===== src/rtl/flash_cmd_pkg.sv =====
package flash_cmd_pkg;

  typedef enum logic [2:0] {
    S_IDLE,
    S_KEY1,
    S_KEY2,
    S_PROG,
    S_EXT3,
    S_EXT4,
    S_EXT5
  } seq_state_e;

  localparam logic [2:0] OPC_NONE    = 3'd0;
  localparam logic [2:0] OPC_PROGRAM = 3'd1;
  localparam logic [2:0] OPC_CHIP    = 3'd2;
  localparam logic [2:0] OPC_SECTOR  = 3'd3;
  localparam logic [2:0] OPC_LOCK    = 3'd4;
  localparam logic [2:0] OPC_ID_ON   = 3'd5;
  localparam logic [2:0] OPC_ID_OFF  = 3'd6;

  localparam logic [7:0] KEY_AA = 8'hAA;
  localparam logic [7:0] KEY_55 = 8'h55;
  localparam logic [7:0] KEY_A0 = 8'hA0;
  localparam logic [7:0] KEY_80 = 8'h80;
  localparam logic [7:0] KEY_90 = 8'h90;
  localparam logic [7:0] KEY_F0 = 8'hF0;
  localparam logic [7:0] KEY_10 = 8'h10;
  localparam logic [7:0] KEY_30 = 8'h30;
  localparam logic [7:0] KEY_40 = 8'h40;

  typedef struct packed {
    logic at_a1;
    logic at_a2;
    logic d_aa;
    logic d_55;
    logic d_a0;
    logic d_80;
    logic d_90;
    logic d_f0;
    logic d_10;
    logic d_30;
    logic d_40;
  } hit_t;

endpackage


===== src/rtl/flash_cmd_match.sv =====
module flash_cmd_match
  import flash_cmd_pkg::*;
#(
  parameter int              CMP_W     = 15,
  parameter logic [CMP_W-1:0] UNLOCK_A1 = 'h5555,
  parameter logic [CMP_W-1:0] UNLOCK_A2 = 'h2AAA
) (
  input  logic [CMP_W-1:0] addr_lo,
  input  logic [7:0]       key,
  output hit_t             hit
);

  always_comb begin
    hit.at_a1 = (addr_lo == UNLOCK_A1);
    hit.at_a2 = (addr_lo == UNLOCK_A2);
    hit.d_aa  = (key == KEY_AA);
    hit.d_55  = (key == KEY_55);
    hit.d_a0  = (key == KEY_A0);
    hit.d_80  = (key == KEY_80);
    hit.d_90  = (key == KEY_90);
    hit.d_f0  = (key == KEY_F0);
    hit.d_10  = (key == KEY_10);
    hit.d_30  = (key == KEY_30);
    hit.d_40  = (key == KEY_40);
  end

endmodule


===== src/rtl/flash_cmd_seq.sv =====
module flash_cmd_seq
  import flash_cmd_pkg::*;
(
  input  logic       clk,
  input  logic       rst,
  input  logic       accept,
  input  hit_t       hit,
  output logic       emit,
  output logic [2:0] emit_code
);

  seq_state_e state_q, state_d;

  always_comb begin
    state_d   = state_q;
    emit      = 1'b0;
    emit_code = OPC_NONE;
    if (accept) begin
      state_d = S_IDLE;
      unique case (state_q)
        S_IDLE: begin
          if (hit.at_a1 && hit.d_aa) begin
            state_d = S_KEY1;
          end else if (hit.d_f0) begin
            emit      = 1'b1;
            emit_code = OPC_ID_OFF;
          end
        end
        S_KEY1: begin
          if (hit.at_a2 && hit.d_55) state_d = S_KEY2;
        end
        S_KEY2: begin
          if (hit.at_a1) begin
            if (hit.d_a0) begin
              state_d = S_PROG;
            end else if (hit.d_80) begin
              state_d = S_EXT3;
            end else if (hit.d_90) begin
              emit      = 1'b1;
              emit_code = OPC_ID_ON;
            end else if (hit.d_f0) begin
              emit      = 1'b1;
              emit_code = OPC_ID_OFF;
            end
          end
        end
        S_PROG: begin
          emit      = 1'b1;
          emit_code = OPC_PROGRAM;
        end
        S_EXT3: begin
          if (hit.at_a1 && hit.d_aa) state_d = S_EXT4;
        end
        S_EXT4: begin
          if (hit.at_a2 && hit.d_55) state_d = S_EXT5;
        end
        S_EXT5: begin
          if (hit.d_30) begin
            emit      = 1'b1;
            emit_code = OPC_SECTOR;
          end else if (hit.at_a1 && hit.d_10) begin
            emit      = 1'b1;
            emit_code = OPC_CHIP;
          end else if (hit.at_a1 && hit.d_40) begin
            emit      = 1'b1;
            emit_code = OPC_LOCK;
          end
        end
        default: state_d = S_IDLE;
      endcase
    end
  end

  always_ff @(posedge clk) begin
    if (rst) state_q <= S_IDLE;
    else     state_q <= state_d;
  end

endmodule


===== src/rtl/flash_cmd_outreg.sv =====
module flash_cmd_outreg #(
  parameter int ADDR_W = 18,
  parameter int DATA_W = 16
) (
  input  logic              clk,
  input  logic              rst,
  input  logic              emit,
  input  logic [2:0]        emit_code,
  input  logic [ADDR_W-1:0] in_addr,
  input  logic [DATA_W-1:0] in_data,
  output logic              op_valid,
  output logic [2:0]        op_code,
  output logic [ADDR_W-1:0] op_addr,
  output logic [DATA_W-1:0] op_data
);

  always_ff @(posedge clk) begin
    if (rst) begin
      op_valid <= 1'b0;
      op_code  <= 3'd0;
      op_addr  <= '0;
      op_data  <= '0;
    end else begin
      op_valid <= emit;
      if (emit) begin
        op_code <= emit_code;
        op_addr <= in_addr;
        op_data <= in_data;
      end
    end
  end

endmodule


===== src/rtl/flash_cmd_decoder.sv =====
module flash_cmd_decoder
  import flash_cmd_pkg::*;
#(
  parameter int               ADDR_W    = 18,
  parameter int               DATA_W    = 16,
  parameter int               CMP_W     = 15,
  parameter logic [CMP_W-1:0] UNLOCK_A1 = 'h5555,
  parameter logic [CMP_W-1:0] UNLOCK_A2 = 'h2AAA
) (
  input  logic              clk,
  input  logic              rst,
  input  logic              wr_valid,
  input  logic [ADDR_W-1:0] wr_addr,
  input  logic [DATA_W-1:0] wr_data,
  input  logic              busy,
  output logic              op_valid,
  output logic [2:0]        op_code,
  output logic [ADDR_W-1:0] op_addr,
  output logic [DATA_W-1:0] op_data
);

  localparam int KEY_W = 8;

  hit_t       hit;
  logic       accept;
  logic       emit;
  logic [2:0] emit_code;

  // A write counts only when the array engine is idle.
  assign accept = wr_valid && !busy;

  flash_cmd_match #(
    .CMP_W    (CMP_W),
    .UNLOCK_A1(UNLOCK_A1),
    .UNLOCK_A2(UNLOCK_A2)
  ) u_match (
    .addr_lo(wr_addr[CMP_W-1:0]),
    .key    (wr_data[KEY_W-1:0]),
    .hit    (hit)
  );

  flash_cmd_seq u_seq (
    .clk      (clk),
    .rst      (rst),
    .accept   (accept),
    .hit      (hit),
    .emit     (emit),
    .emit_code(emit_code)
  );

  flash_cmd_outreg #(
    .ADDR_W(ADDR_W),
    .DATA_W(DATA_W)
  ) u_out (
    .clk      (clk),
    .rst      (rst),
    .emit     (emit),
    .emit_code(emit_code),
    .in_addr  (wr_addr),
    .in_data  (wr_data),
    .op_valid (op_valid),
    .op_code  (op_code),
    .op_addr  (op_addr),
    .op_data  (op_data)
  );

endmodule


===== config.mk =====
export PLATFORM = sky130hd
export DESIGN_NAME = flash_cmd_decoder
export DESIGN_NICKNAME = d
export VERILOG_FILES = /design/src/rtl/flash_cmd_pkg.sv /design/src/rtl/flash_cmd_match.sv /design/src/rtl/flash_cmd_seq.sv /design/src/rtl/flash_cmd_outreg.sv /design/src/rtl/flash_cmd_decoder.sv
export SDC_FILE = /design/constraint.sdc
export NUM_CORES = 1
export LEC_CHECK = 0
export BUFFER_PORTS_ARGS = -buffer_cell sky130_fd_sc_hd__buf_2
export CORE_ASPECT_RATIO = 0.6
export CORE_MARGIN = 3
export CORE_UTILIZATION = 45
export CTS_CLUSTER_DIAMETER = 150
export DETAILED_ROUTE_END_ITERATION = 10
export HOLD_SLACK_MARGIN = 0.1
export MAX_ROUTING_LAYER = met4
export PLACE_DENSITY = 0.76
export SLEW_MARGIN = 20
export SYNTH_ARGS = -nofsm -noshare
export SYNTH_HDL_FRONTEND = slang
export SYNTH_SLANG_ARGS = --single-unit

===== constraint.sdc =====
create_clock -name clk -period 2.6 [get_ports clk]
set_clock_uncertainty 0.2 [all_clocks]
set_input_delay 0.78 -clock clk [delete_from_list [all_inputs] [get_ports clk]]
set_output_delay 0.78 -clock clk [all_outputs]
set_load 0.02 [all_outputs]

==> flow_metrics.tcl, run 1 <==
set metrics [dict create \
    async_flop_share_pct 0 \
    power_frac_seq_pct 46.0 \
    grt_pass1_wl_um 8710 \
    setup_viol 0 \
    start_util_pct 49.4 \
    syn_area_um2 2150 \
    synth_fp_nets 276 \
    rsz0062_at_grt "no" \
    placedInstanceArea_um2 2680 \
    status "completed" \
    antenna_found_initial 0 \
    firstDrtPassIters 4 \
    post-route-util_pct 64.7 \
    wl_per_cell_um 13.3 \
    die_area_um2 5660 \
    p_sw_w 0.000293 \
    area_growth_pct 31.1 \
    powerDensity_nw_per_um2 485 \
    holdBufCountCts 0 \
    max-cap-violations 0 \
    layout_min_cycle_time_ps 2390 \
    synth_flop_cell "dfxtp_1" \
    die_x_um 95.2 \
    critical_path_peak_fanout 31 \
    required_ps 2570 \
    synth-seq-cells 41 \
    p_int_w 0.00107 \
    ys_warn_count 0 \
    grt_max_degree 69 \
    vias 1994 \
    cts.sinks 41 \
    yosysSeqAreaShare_pct 38.3 \
    io_buffers 75 \
    initialDrtViolationCount 56 \
    final_cell_mix "buf_2 (75), nand2_1 (74), dfxtp_1 (41)" \
    switching_share_pct 21.5 \
    fmax_ghz 0.418 \
    clk_latency_ps 290 \
    row_count 18 \
    diodes 0 \
    grt_pass1_vias 1847 \
    tns_ps 0 \
    vias_per_cell 5.05 \
    hold_violations 0 \
    slew_headroom_pct 73.5 \
    synth_edf_count 0 \
    cp.arrival_ps 2360 \
    crit_type "input pin to flip-flop" \
    ioPinCount 76 \
    power.leakage_nw 1.48 \
    drc 0 \
    core_um2 4350 \
    fill_cells 389 \
    globalplace.congestion 0.938 \
    ys_types 44 \
    nets 372 \
    multiInputGateArea_um2 1160 \
    design_area_um2 2810 \
    grt-ovfl-total 0 \
    synth_cells 238 \
    crit_path_end_kind "flip-flop" \
    cts_made_buffers 5 \
    min_path_type "flip-flop to flip-flop" \
    combPwrFrac_pct 9.1 \
    worstMarginPinSlew_ps 394 \
    htreeDepth 2 \
    drt-total-wl_um 5270 \
    die-height_um 59.5 \
    final_antenna_net_count 0 \
    cts_tree "yes" \
    layout.cells.most_common "buf_2" \
    clkPwrFrac_pct 44.9 \
    ctsRootBufferMaster "clkbuf_8" \
    layout-drive-gt1-share_pct 36.7 \
    clk_pin_slew_ps 80 \
    syn_avg_cell_area_um2 9.02 \
    clockBufferDepth 2 \
    slew_violations 0 \
    fin_crit_sh_pct 92.0 \
    ctsResizeCount 0 \
    post_cts_buffers 0 \
    dp_hpwl_um 4040 \
    startpoint_type "input pin" \
    setup_ws_ps 207 \
    regArea_um2 821 \
    gr-usage-all-layers_pct 20.2 \
    place_ws_ps -90.5 \
    peakVddDrop_v 0.000277 \
]
-- cell usage after synthesis (3+ instances only) --
master         number  area [um^2]
a21oi_1             6         30.0
buf_12              3         60.1
buf_6               3         33.8
dfxtp_1            41          821
dlygate4sd3_1       4         40.0
mux2i_1            34          340
nand2_1            74          278
nand3_1             4         20.0
nand4_1             8         50.1
nor2_1             13         48.8
nor3_1              4         20.0
nor4bb_1            3         30.0
-- worst max-delay path: stages --
cell and delay [ps]:
buf_2 110, nor4_2 320, o2111ai_1 220, a2111oi_4 470, nor3_4 90, buf_12 190
mux2i_1 140
-- metrics by stage --
stage | total power, W | std cells | hold slack, ps
after floorplan | 0.000697 | 238 | 309
after global placement | 0.000766 | 387 | 240
after detailed placement | 0.000766 | 387 | 249
after CTS | 0.00138 | 395 | 261
after global routing | 0.00143 | 395 | 281
final | 0.00136 | 395 | 256
-- per-layer routing --
layer / global-route usage, % / part of all wire (%)
met4: 2.46 / 0.15
met1: 28.9 / 52
met3: 4.95 / 7.3
met2: 29.7 / 41
met5: - / 0
-- logic make-up (layout without fill, tap and decap cells) --
family / count (synthesis) / count (layout) / synth area share, %
buffers and inverters: 17 / 114 / 7.93
DFF: 41 / 41 / 38.3
AOI/OAI and AO/OA: 19 / 19 / 7.46
adders and majority gates: 1 / 1 / 0.466
muxes: 34 / 34 / 15.9
and+or+nand+nor: 126 / 126 / 30.0
-- worst paths after layout --
kind,endpoint,cells after the start,slack (ps),startpoint
worst max register to register,u_out.op_code[0]$_SDFFE_PP0P_,7,380,u_seq.state_q[2]$_SDFFE_PP0P_
worst min register to register,u_out.op_data[1]$_SDFFE_PP0P_,2,260,u_out.op_data[1]$_SDFFE_PP0P_
worst min-delay path,u_out.op_data[1]$_SDFFE_PP0P_,2,260,u_out.op_data[1]$_SDFFE_PP0P_
worst max-delay path,u_out.op_code[0]$_SDFFE_PP0P_,7,210,wr_data[0]
-- sequential cells by signal, summed over array words and instances, names as in the netlist --
signal,cells
u_seq.state_q,3
u_out.op_addr,18
u_out.op_data,16
u_out.op_code,3
u_out.op_valid,1
-- power by group through the flow --
stage	clock network, W	registers (W)	logic (W)
finish	0.000613	0.000628	0.000124
global route	0.000660	0.000628	0.000139
CTS	0.000626	0.000628	0.000124
detailed placement	0	0.000643	0.000124
global placement	0	0.000643	0.000123
floorplan	0	0.000643	0.0000541
-- area by class of cell --
| type | count | share of cell area (%) |
|---|---|---|
| Multi-Input combinational cell | 180 | 41.3 |
| Sequential cell | 41 | 29.2 |
| Timing Repair Buffer | 102 | 21.4 |
| Tap cell | 60 | 2.67 |
| Clock buffer | 5 | 2.45 |
| Clock inverter | 3 | 2.45 |
| Inverter | 4 | 0.534 |
(Power assumes the default switching activity.)
==> run 2, diff against run 1 <==
--- a/config.mk
+++ b/config.mk
@@ -5,15 +5,14 @@
 export SDC_FILE = /design/constraint.sdc
 export NUM_CORES = 1
 export LEC_CHECK = 0
-export BUFFER_PORTS_ARGS = -buffer_cell sky130_fd_sc_hd__buf_2
 export CORE_ASPECT_RATIO = 0.6
 export CORE_MARGIN = 3
-export CORE_UTILIZATION = 45
+export CORE_UTILIZATION = 35
 export CTS_CLUSTER_DIAMETER = 150
 export DETAILED_ROUTE_END_ITERATION = 10
+export DONT_BUFFER_PORTS = 1
 export HOLD_SLACK_MARGIN = 0.1
 export MAX_ROUTING_LAYER = met4
-export PLACE_DENSITY = 0.76
 export SLEW_MARGIN = 20
 export SYNTH_ARGS = -nofsm -noshare
 export SYNTH_HDL_FRONTEND = slang
==> flow_metrics.tcl, run 2 (synthesized netlist as in run 1, its figures left out) <==
set metrics [dict create \
    vias 1648 \
    start_util_pct 37.3 \
    cts.sinks 41 \
    min_path_type "input pin to flip-flop" \
    largest_register_ffs 18 \
    die_x_um 107 \
    htreeDepth 2 \
    drc 0 \
    die_area_um2 7140 \
    ctsRootBufferMaster "clkbuf_8" \
    startpoint_type "input pin" \
    power.leakage_nw 1.02 \
    core_um2 5750 \
    antenna_found_initial 0 \
    ctsResizeCount 0 \
    grt-ovfl-total 0 \
    dp_hpwl_um 4190 \
    post_cts_buffers 0 \
    ioPinCount 76 \
    clockBufferDepth 2 \
    grt_pass1_vias 1568 \
    holdBufCountCts 0 \
    peakVddDrop_v 0.000217 \
    largest_register "u_out.op_addr" \
    rsz0062_at_grt "no" \
    grt_max_degree 32 \
    slew_headroom_pct 67.1 \
    post-route-util_pct 40.0 \
    drt-total-wl_um 5490 \
    io_buffers 0 \
    layout-drive-gt1-share_pct 12.4 \
    cts_made_buffers 5 \
    status "completed" \
    area_growth_pct 7.23 \
    grt_pass1_wl_um 8510 \
    crit_type "input pin to flip-flop" \
    hold_violations 0 \
    row_count 21 \
    cp.arrival_ps 2340 \
    fin_crit_sh_pct 90.0 \
    final_antenna_net_count 0 \
    die-height_um 66.7 \
    largestRegisters "u_out.op_addr: 18 flops, u_out.op_data: 16 flops" \
    layout_min_cycle_time_ps 2340 \
    final_cell_mix "nand2_1 (74), dfxtp_1 (41), mux2i_1 (34)" \
    required_ps 2600 \
    wl_per_cell_um 17.0 \
    diodes 0 \
    powerDensity_nw_per_um2 516 \
    crit_path_end_kind "flip-flop" \
    critical_path_peak_fanout 16 \
    firstDrtPassIters 4 \
    gr-usage-all-layers_pct 15.8 \
    slew_violations 0 \
    globalplace.congestion 0.956 \
    layout.cells.most_common "nand2_1" \
    worstMarginPinSlew_ps 492 \
    fmax_ghz 0.427 \
    initialDrtViolationCount 108 \
    whs_ps 349 \
    nets 280 \
    clk_latency_ps 290 \
    setup_viol 0 \
    vias_per_cell 5.12 \
    max-cap-violations 0 \
    clk_pin_slew_ps 80 \
    cts_tree "yes" \
]
==> run 2: changes by cell type in the layout (fill, tap and decap cells not counted) <==
| cell | previous run | this run |
|---|---|---|
| clkinv_2 | 0 | 1 |
| bufinv_16 | 2 | 1 |
| inv_6 | 1 | 0 |
| buf_4 | 25 | 8 |
| buf_2 | 75 | 0 |
==> run 2: power breakdown <==
part	internal (W)	total [W]	switching [W]	leakage, nW
Clock	0.000279	0.000499	0.000220	0.0540
Sequential	0.000628	0.000628	0.000000726	0.330
Combinational	0.0000237	0.0000595	0.0000358	0.636
Total	0.000931	0.00119	0.000256	1.02
==> run 2: worst paths after layout <==
| kind | startpoint | end | slack (ps) | cells past startpoint |
|---|---|---|---|---|
| max | wr_addr[3] | u_out.op_data[5]$_SDFFE_PP0P_ | 260 | 6 |
| min | rst | u_seq.state_q[2]$_SDFFE_PP0P_ | 350 | 1 |
| min reg2reg | u_out.op_data[8]$_SDFFE_PP0P_ | u_out.op_data[8]$_SDFFE_PP0P_ | 360 | 2 |
| max reg2reg | u_seq.state_q[2]$_SDFFE_PP0P_ | u_out.op_data[5]$_SDFFE_PP0P_ | 270 | 6 |
==> run 2: metal layers <==
metal | track usage [%] | up-vias | share of wire (%)
met1 | 20.9 | 739 | 46
li1 | - | 835 | -
met3 | 9.10 | 2 | 15
met5 | - | - | 0
met2 | 21.0 | 72 | 40
met4 | 2.39 | 0 | 0.20
==> run 2: area by class of cell <==
class,count,area [um^2]
multi-input cells,180,1160
fillers,583,3450
inverters,4,15.0
flip-flops and latches,41,821
repair buffers,10,100
well taps,80,100
clock inverters,2,35.0
clock buffers,5,68.8
==> run 2: worst max-delay path: stages <==
cell and delay [ps]:
nor4b_4 330, a41oi_1 230, a211oi_2 510, nor3_4 130, buf_12 190, o31ai_2 170
==> run 2: stage by stage <==
step / cells / setup WS, ps / TNS, ps / cell area [um^2] / power (W)
after global placement: 315 / -2.66 / -2.66 / 2200 / 0.000702
after floorplan: 238 / 60.7 / 0 / 2150 / 0.000697
after global routing: 322 / 140 / 0 / 2300 / 0.00123
after detailed placement: 315 / -12.3 / -48.2 / 2200 / 0.000702
final: 322 / 260 / 0 / 2300 / 0.00119
after CTS: 322 / 273 / 0 / 2300 / 0.00120
==> run 3, diff against run 2 <==
--- a/config.mk
+++ b/config.mk
@@ -5,6 +5,7 @@
 export SDC_FILE = /design/constraint.sdc
 export NUM_CORES = 1
 export LEC_CHECK = 0
+export ABC_AREA = 1
 export CORE_ASPECT_RATIO = 0.6
 export CORE_MARGIN = 3
 export CORE_UTILIZATION = 35
@@ -13,6 +14,7 @@
 export DONT_BUFFER_PORTS = 1
 export HOLD_SLACK_MARGIN = 0.1
 export MAX_ROUTING_LAYER = met4
+export SKIP_LAST_GASP = 1
 export SLEW_MARGIN = 20
 export SYNTH_ARGS = -nofsm -noshare
 export SYNTH_HDL_FRONTEND = slang
==> flow_metrics.tcl, run 3 <==
set metrics [dict create \
    power_w 0.00125 \
    setup_viol 0 \
    clk_latency_ps 290 \
    worstMarginPinSlew_ps 662 \
    powerDensity_nw_per_um2 518 \
    status "completed" \
    synth_edf_count 0 \
    area_growth_pct 7.91 \
    place_ws_ps 233 \
    fmax_ghz 0.482 \
    start_util_pct 38.2 \
    htreeDepth 2 \
    dp_hpwl_um 4330 \
    min-delay-start "u_seq.state_q[1]$_SDFFE_PP0P_" \
    die_area_um2 7450 \
    globalplace.congestion 0.913 \
    rr_startpoint "u_seq.state_q[0]$_SDFFE_PP0P_" \
    startpoint "wr_data[0]" \
    peakVddDrop_v 0.000253 \
    die_x_um 109 \
    fin_crit_sh_pct 79.8 \
    grt_max_degree 41 \
    startpoint_type "input pin" \
    yosysMostFrequentCell "nand2_1" \
    holdBufCountCts 0 \
    ctsRootBufferMaster "clkbuf_8" \
    layout-drive-gt1-share_pct 7.91 \
    post-route-util_pct 41.2 \
    antenna_found_initial 0 \
    synth_cells 360 \
    crit_path_end_kind "flip-flop" \
    largest_register_ffs 18 \
    yosysSeqAreaShare_pct 36.5 \
    row_count 21 \
    synth-seq-cells 41 \
    core_um2 5890 \
    combPwrFrac_pct 7.1 \
    cts_tree "yes" \
    yosys-top-cells-area "dfxtp_1 (37%), nand2_1 (12%), nor2_1 (11%)" \
    layout.cells.most_common "nand2_1" \
    io_buffers 0 \
    synth_top_area_share_pct 36.5 \
    power.leakage_nw 1.07 \
    syn_area_um2 2250 \
    firstDrtPassIters 4 \
    tns_ps 0 \
    async_flop_share_pct 0 \
    critical_path_peak_fanout 33 \
    clockBufferDepth 2 \
    grt-ovfl-total 0 \
    clk_pin_slew_ps 80 \
    diodes 0 \
    crit_type "input pin to flip-flop" \
    max-cap-violations 0 \
    drt-total-wl_um 5780 \
    synth_fp_nets 398 \
    power_frac_seq_pct 50.1 \
    netlist_top_cells_count "nand2_1 (69), nor2_1 (65), inv_1 (47), nand3_1 (47), a21oi_1 (42)" \
    cts.sinks 41 \
    ctsResizeCount 0 \
    required_ps 2590 \
    ys_types 22 \
    initialDrtViolationCount 145 \
    cts_made_buffers 5 \
    p_int_w 0.000966 \
    drc 0 \
    switching_share_pct 23.0 \
    hold_violations 0 \
    grt_pass1_wl_um 9090 \
    vias 2124 \
    wl_per_cell_um 13.3 \
    final_antenna_net_count 0 \
    min_path_type "flip-flop to flip-flop" \
    yosys.area.top_type "dfxtp_1" \
    layout_min_cycle_time_ps 2080 \
    clkPwrFrac_pct 42.8 \
    nets 391 \
    syn_avg_cell_area_um2 6.24 \
    p_sw_w 0.000289 \
    cp.arrival_ps 2070 \
    setup_ws_ps 525 \
    post_cts_buffers 0 \
    die-height_um 68.1 \
    final_cell_mix "nand2_1 (69), nor2_1 (64), inv_1 (47), nand3_1 (47), a21oi_1 (42)" \
    ioPinCount 76 \
    largestRegisters "u_out.op_addr: 18 flops, u_out.op_data: 16 flops" \
    rsz0062_at_grt "no" \
    grt_pass1_vias 1893 \
    slew_headroom_pct 55.8 \
    ys_warn_count 0 \
    gr-usage-all-layers_pct 16.1 \
    vias_per_cell 4.89 \
    largest_register "u_out.op_addr" \
    synth_flop_cell "dfxtp_1" \
    slew_violations 0 \
]
[run 3: cell types whose count changed in the layout (fill, tap and decap cells not counted), sizes merged, moves of 3 or more]
| cell | change |
|---|---|
| inv | +48 |
| nand2b | -3 |
| nor4 | -3 |
| mux2i | -34 |
| o31ai | -3 |
| nor4bb | -3 |
| nand3 | +44 |
| nand2 | -3 |
| nor2 | +55 |
| buf | -5 |
| a21oi | +37 |
[run 3: through the flow]
stage	std cells	hold WS [ps]	instance area, um^2
floorplan	360	288	2250
global placement	426	308	2300
detailed placement	426	316	2300
CTS	434	328	2420
global route	434	338	2420
finish	434	325	2420
[run 3: worst paths after layout]
path / to / slack [ps] / cells after the start
max reg2reg: u_out.op_data[7]$_SDFFE_PP0P_ / 720 / 11
max: u_out.op_data[7]$_SDFFE_PP0P_ / 520 / 11
min reg2reg: u_seq.state_q[1]$_SDFFE_PP0P_ / 320 / 2
min: u_seq.state_q[1]$_SDFFE_PP0P_ / 320 / 2
[run 3: cells by family after synthesis]
logic type      count (synthesis)  share of synthesized area (%)
compound gates                 46                           10.4
flops                          41                           36.5
buf+inv                        71                           14.3
simple gates                  202                           38.8
[run 3: power by group through the flow]
stage	logic (W)	clock network [W]	registers [W]
after floorplan	0.0000694	0	0.000644
after global placement	0.0000895	0	0.000644
after detailed placement	0.0000890	0	0.000644
after CTS	0.0000891	0.000553	0.000629
after global routing	0.000103	0.000586	0.000630
final	0.0000889	0.000537	0.000629
[run 3: area by class of cell]
type	count	area, um^2
fillers	637	3460
multi-input cells	248	1110
flip-flops and latches	41	821
inverters	52	195
well taps	80	100
clock buffers	6	82.6
repair buffers	5	75.1
clock inverters	2	37.5
[run 3: worst max-delay path, cell delays in order]
cell and delay, ps:
nor2_2 160, nand2_2 130, nor2_2 140, nand2_1 90, a21oi_1 150, nor2_1 70
nand2_2 120, buf_12 200, nand3_1 100, nand2_1 70, nor2_1 50
[run 3: metal layers]
metal | wire length (um) | part of all wire, % | vias up | global-route usage, %
li1 | - | - | 1120 | -
met3 | 681 | 12 | 8 | 6.88
met5 | 0 | 0 | - | -
met4 | 54 | 0.93 | 0 | 3.73
met2 | 2250 | 39 | 71 | 22.7
met1 | 2790 | 48 | 925 | 21.3
